`config.mk`:
```
export PLATFORM = sky130hd
export DESIGN_NAME = flow_tag_table
export DESIGN_NICKNAME = d
export VERILOG_FILES = /design/src/rtl/flow_tag_pkg.sv /design/src/rtl/flow_lowest_one.sv /design/src/rtl/flow_key_store.sv /design/src/rtl/flow_tag_merge.sv /design/src/rtl/flow_tag_table.sv
export SDC_FILE = /design/constraint.sdc
export NUM_CORES = 2
export LEC_CHECK = 0
export ABC_AREA = 0
export BUFFER_PORTS_ARGS = -buffer_cell sky130_fd_sc_hd__buf_4
export CORE_AREA = 3 3 401 403
export CTS_CLUSTER_SIZE = 30
export DETAILED_ROUTE_END_ITERATION = 10
export DIE_AREA = 0 0 404 406
export PLACE_DENSITY = 0.7
export SYNTH_ARGS = -nofsm -noshare
export SYNTH_HDL_FRONTEND = slang
export SYNTH_SLANG_ARGS = --single-unit
```
`constraint.sdc`:
```
create_clock -name clk -period 3.8 [get_ports clk]
set_input_delay 0.38 -clock clk [delete_from_list [all_inputs] [get_ports clk]]
set_output_delay 0.38 -clock clk [all_outputs]
set_load 0.01 [all_outputs]
```
`src/rtl/flow_tag_pkg.sv`:
```
package flow_tag_pkg;
  typedef enum logic {
    CMD_MATCH = 1'b0,
    CMD_LEARN = 1'b1
  } flow_cmd_e;

  localparam int FT_DEF_ENTRIES = 16;
  localparam int FT_DEF_KEY_W   = 96;
endpackage

```
`src/rtl/flow_lowest_one.sv`:
```
module flow_lowest_one #(
  parameter int N     = 16,
  parameter int IDX_W = 4
) (
  input  logic [N-1:0]     vec,
  output logic             found,
  output logic [IDX_W-1:0] idx
);
  always_comb begin
    found = 1'b0;
    idx   = '0;
    for (int i = N - 1; i >= 0; i--) begin
      if (vec[i]) begin
        found = 1'b1;
        idx   = IDX_W'(i);
      end
    end
  end
endmodule

```
`src/rtl/flow_key_store.sv`:
```
module flow_key_store #(
  parameter int ENTRIES = 16,
  parameter int KEY_W   = 96,
  parameter int IDX_W   = 4
) (
  input  logic               clk,
  input  logic               rst_n,
  input  logic [KEY_W-1:0]   look_key,
  output logic [ENTRIES-1:0] match_vec,
  output logic [ENTRIES-1:0] slot_valid,
  input  logic               wr_en,
  input  logic [IDX_W-1:0]   wr_idx,
  input  logic [KEY_W-1:0]   wr_key
);
  logic [KEY_W-1:0] slot_key [ENTRIES];

  for (genvar g = 0; g < ENTRIES; g++) begin : g_slot
    logic sel;
    assign sel = wr_en && (wr_idx == IDX_W'(g));

    always_ff @(posedge clk or negedge rst_n) begin
      if (!rst_n) begin
        slot_valid[g] <= 1'b0;
        slot_key[g]   <= '0;
      end else if (sel) begin
        slot_valid[g] <= 1'b1;
        slot_key[g]   <= wr_key;
      end
    end

    assign match_vec[g] = slot_valid[g] && (slot_key[g] == look_key);
  end
endmodule

```
`src/rtl/flow_tag_merge.sv`:
```
module flow_tag_merge #(
  parameter int KEY_W = 96,
  parameter int IDX_W = 4,
  localparam int TAG_W = 3 + IDX_W + KEY_W
) (
  input  logic             clk,
  input  logic             rst_n,
  input  logic             advance,
  input  logic             load_valid,
  input  logic             cmd,
  input  logic             hit,
  input  logic             ovf,
  input  logic [IDX_W-1:0] idx,
  input  logic [KEY_W-1:0] key,
  output logic             out_valid,
  output logic [TAG_W-1:0] out_tag
);
  always_ff @(posedge clk or negedge rst_n) begin
    if (!rst_n) begin
      out_valid <= 1'b0;
      out_tag   <= '0;
    end else if (advance) begin
      out_valid <= load_valid;
      if (load_valid) out_tag <= {cmd, hit, ovf, idx, key};
    end
  end
endmodule

```
`src/rtl/flow_tag_table.sv`:
```
module flow_tag_table
  import flow_tag_pkg::*;
#(
  parameter int ENTRIES = FT_DEF_ENTRIES,
  parameter int KEY_W   = FT_DEF_KEY_W,
  localparam int IDX_W  = (ENTRIES > 1) ? $clog2(ENTRIES) : 1,
  localparam int TAG_W  = 3 + IDX_W + KEY_W
) (
  input  logic             clk,
  input  logic             rst_n,
  input  logic             in_valid,
  output logic             in_ready,
  input  logic             in_cmd,
  input  logic [KEY_W-1:0] in_key,
  output logic             out_valid,
  input  logic             out_ready,
  output logic [TAG_W-1:0] out_tag
);
  // lookup stage registers
  logic             s1_valid;
  flow_cmd_e        s1_cmd;
  logic [KEY_W-1:0] s1_key;

  logic advance, in_fire;
  assign advance  = !out_valid || out_ready;
  assign in_ready = advance || !s1_valid;
  assign in_fire  = in_valid && in_ready;

  always_ff @(posedge clk or negedge rst_n) begin
    if (!rst_n) begin
      s1_valid <= 1'b0;
      s1_cmd   <= CMD_MATCH;
      s1_key   <= '0;
    end else if (in_fire) begin
      s1_valid <= 1'b1;
      s1_cmd   <= flow_cmd_e'(in_cmd);
      s1_key   <= in_key;
    end else if (advance) begin
      s1_valid <= 1'b0;
    end
  end

  // table and searches
  logic [ENTRIES-1:0] match_vec, entry_valid;
  logic               hit_any, free_any, do_write;
  logic [IDX_W-1:0]   hit_idx, free_idx;

  flow_key_store #(.ENTRIES(ENTRIES), .KEY_W(KEY_W), .IDX_W(IDX_W)) u_store (
    .clk(clk), .rst_n(rst_n), .look_key(s1_key), .match_vec(match_vec),
    .slot_valid(entry_valid), .wr_en(do_write), .wr_idx(free_idx), .wr_key(s1_key)
  );

  flow_lowest_one #(.N(ENTRIES), .IDX_W(IDX_W)) u_hit_enc (
    .vec(match_vec), .found(hit_any), .idx(hit_idx)
  );

  flow_lowest_one #(.N(ENTRIES), .IDX_W(IDX_W)) u_free_enc (
    .vec(~entry_valid), .found(free_any), .idx(free_idx)
  );

  // result formation
  logic             is_learn, res_hit, res_ovf;
  logic [IDX_W-1:0] res_idx;

  always_comb begin
    is_learn = (s1_cmd == CMD_LEARN);
    res_ovf  = is_learn && !hit_any && !free_any;
    res_hit  = hit_any || (is_learn && free_any);
    if (hit_any)                    res_idx = hit_idx;
    else if (is_learn && free_any)  res_idx = free_idx;
    else                            res_idx = '0;
    do_write = s1_valid && advance && is_learn && !hit_any && free_any;
  end

  flow_tag_merge #(.KEY_W(KEY_W), .IDX_W(IDX_W)) u_merge (
    .clk(clk), .rst_n(rst_n), .advance(advance), .load_valid(s1_valid),
    .cmd(s1_cmd), .hit(res_hit), .ovf(res_ovf), .idx(res_idx), .key(s1_key),
    .out_valid(out_valid), .out_tag(out_tag)
  );
endmodule

```
==> flow_summary_export.csv <==
group,metric,value,unit
final_layout,final_common_cell,"dfrtp_1",
grt,antenna_found_initial,55,
yosys,async_flop_share,1.00,
status,status,"complete, but fails checks",
power_and_ir_drop,ir_worst_vdd,500,uV
sta,tightestPinTransition,1.02,ns
placement,io_buffers,205,
yosys,yosys_warnings,0,
clock_network,h-tree-depth,4,
setup_path,crit_family,"simple AND/OR/NAND/NOR gates",
die,io_pins,206,
yosys,yosysTopAreaCellShare,0.516,
sta,fin_skew,0.0324,ns
final_layout,area_growth,31.2,%
final_layout,regArea,44000,um2
yosys,synth_flop_cell,"dfrtp_1",
die,fp.dieW,404,um
sta,rsz0062_at_grt,"yes",
clock_network,clockBufferDepth,3,
grt,grt_usage,0.460,
clock_network,cts-root-buf,"clkbuf_16",
final_layout,mostFrequentLayoutCells,"dfrtp_1, buf_4, mux2_2",
final_layout,nets,8288,
yosys,syn-cell-area,85000,um2
sta,finalMaxSlewViolations,0,
grt,grt_max_degree,130,
sta,hold_violations,0,
sta,fin_crit_sh,1.14,
routing,vias_per_cell,6.41,
yosys,yosysSeqAreaShare,0.516,
routing,via_count,66700,
worst_hold_path,hp-class,"in -> async",
die,design.die.area,164000,um2
setup_path,critical_path.max_stage_delay,0.64,ns
clock_network,numCtsBuffers,187,
die,start_util,0.539,
sta,final.min_clock_period,4.35,ns
yosys,synth_top_cell_by_area,"dfrtp_1",
status,violations,"negative setup slack",
yosys,yosysUniqueCellTypes,72,
grt,grt_pass1_vias,65100,
final_layout,nFillCells,10900,
final_layout,post-route-util,0.707,
setup_path,path_class,"reg -> reg",
routing,totalWireLength,389,mm
routing,ant_nets,0,
clock_network,cts.clk_slew.worst_paths,0.06,ns
routing,wl_per_cell,37.4,um
yosys,synth.net_count,6958,
setup_path,crit_slowest_cell,"or4_4",
placement,gp_congestion,1.04,
die,coreArea,158000,um2
final_layout,multiInputGateArea,38800,um2
setup_path,worstPathArrival,5.09,ns
grt,grt_pass1_wl,521,mm
final_layout,drive_above_1_share,0.412,
yosys,synth_seq_cells,1754,
power_and_ir_drop,pwr_density_cell,608,nW/um2
sta,fin_ws,-0.550,ns
placement,dp_hpwl,283,mm
setup_path,rrSetupSlack,-0.55,ns
flow_run,drv_cap,0,
routing,drc,0,
routing,drt_iter0_markers,9230,
yosys,synth_cells,6857,
yosys,synth_area_leaders,"dfrtp_1, mux2_2, xnor2_1",
sta,relSlewSlack,0.317,
clock_network,numClockSinks,1754,
die,rows,146,
setup_path,path_cells,"buf_12 > buf_12 > xor2_2 > a221oi_2 > buf_4 > nand4_1 > or4_4 > or4_4 > nand2_4 > nor3_4 > buf_6 > buf_6 > nand4_4 > buf_12 > buf_12 > clkbuf_16 > mux2_2",
die,die_y,406,um
power_and_ir_drop,cellLeakagePower,0.0527,uW
setup_path,cp_common_cell,"buf_12",
sta,max_freq,230,MHz
yosys,synth_edf_count,0,
setup_path,crit_buf_inv,8,
setup_path,required,4.54,ns
setup_path,worst_setup_path_end_kind,"flop",
setup_path,startpoint_type,"flop",
placement,dpl_worst_slack,-1.10,ns
sta,setup_violations,1554,
setup_path,crit_fanout,9,
clock_network,insertion_delay,0.87,ns
clock_network,tritoncts,"done",
grt,grt.overflow.total,0,
yosys,syn_avg_cell_area,12.4,um2
routing,firstDrtPassIters,8,
sta,fin_worst_hold_slack,0.240,ns
-- cell usage after synthesis (123+ instances only) --
cell type  count
dfrtp_1     1754
mux2_2      1266
xnor2_1      742
nand2b_1     311
buf_2        299
inv_1        286
xor2_1       219
nand4_1      217
mux2i_1      202
o22ai_1      193
clkbuf_1     176
nor4_1       174
nand2_1      162
mux2_1       123
-- path summary, 6_finish.rpt --
check                      cells past startpoint                     to           startpoint
setup / recovery                              17  u_store.slot_key[468]            s1_key[7]
hold / removal                                 2    u_merge.out_tag[18]                rst_n
setup reg to reg                              17  u_store.slot_key[468]            s1_key[7]
hold reg to reg                                2    u_merge.out_tag[58]  u_merge.out_tag[58]
max in group asynchronous                      5             s1_key[84]                rst_n
min in group clk                               3             s1_key[70]           in_key[70]
-- logic make-up after synthesis --
group	after synthesis	synth area share
flip-flops	1754	0.516
multiplexers	1633	0.215
AND/OR/NAND/NOR	1055	0.0731
XOR/XNOR	961	0.0990
buffers and inverters	881	0.0475
AO/OA/AOI/OAI	573	0.0489
-- power by group --
| group | switching (uW) | internal, uW |
|---|---|---|
| clock network | 8080 | 10700 |
| registers | 3210 | 22700 |
| logic | 12300 | 10800 |
| total | 23600 | 44200 |
-- stage by stage --
step | cells | setup TNS, ns | cell area, um2 | total power, uW
finish | 10400 | -599.19 | 112000 | 67800
global route | 10400 | -613.08 | 112000 | 69600
CTS | 10300 | -469.68 | 109000 | 66400
detailed placement | 9799 | -1335.94 | 99900 | 47200
global placement | 9798 | -1998.21 | 99900 | 46700
floorplan | 6857 | 0 | 85000 | 35800
-- layout make-up --
class / count / share of cell area
Multi-Input combinational cell: 4222 / 0.348
Clock inverter: 49 / 0.00530
Clock buffer: 283 / 0.0500
Tap cell: 2072 / 0.0232
Antenna cell: 14 / 0.000314
Inverter: 310 / 0.0107
Timing Repair Buffer: 1712 / 0.168
Sequential cell: 1754 / 0.395
-- registers in the layout, summed over array words and instances (netlist names) --
signal,cells
u_store.slot_key,1536
u_merge.out_tag,103
s1_key,96
u_store.slot_valid,16
is_learn,1
s1_valid,1
u_merge.out_valid,1
-- timing repair --
| action | in CTS | in global routing |
|---|---|---|
| resized for setup | 160 | 326 |
| hold buffers | 101 | 0 |
| buffers inserted | 56 | 71 |
| pin swaps | 11 | 30 |
| setup endpoints to repair | 1558 | 1556 |
| cloned | 12 | 40 |
| endpoints found under the hold margin | 201 | 0 |
-- layer usage --
metal	routed length (um)	track usage
met1	155000	0.634
met3	44300	0.120
met5	231	0
met2	161000	0.658
met4	28500	0.269
Power figures use the tool's default switching activity.
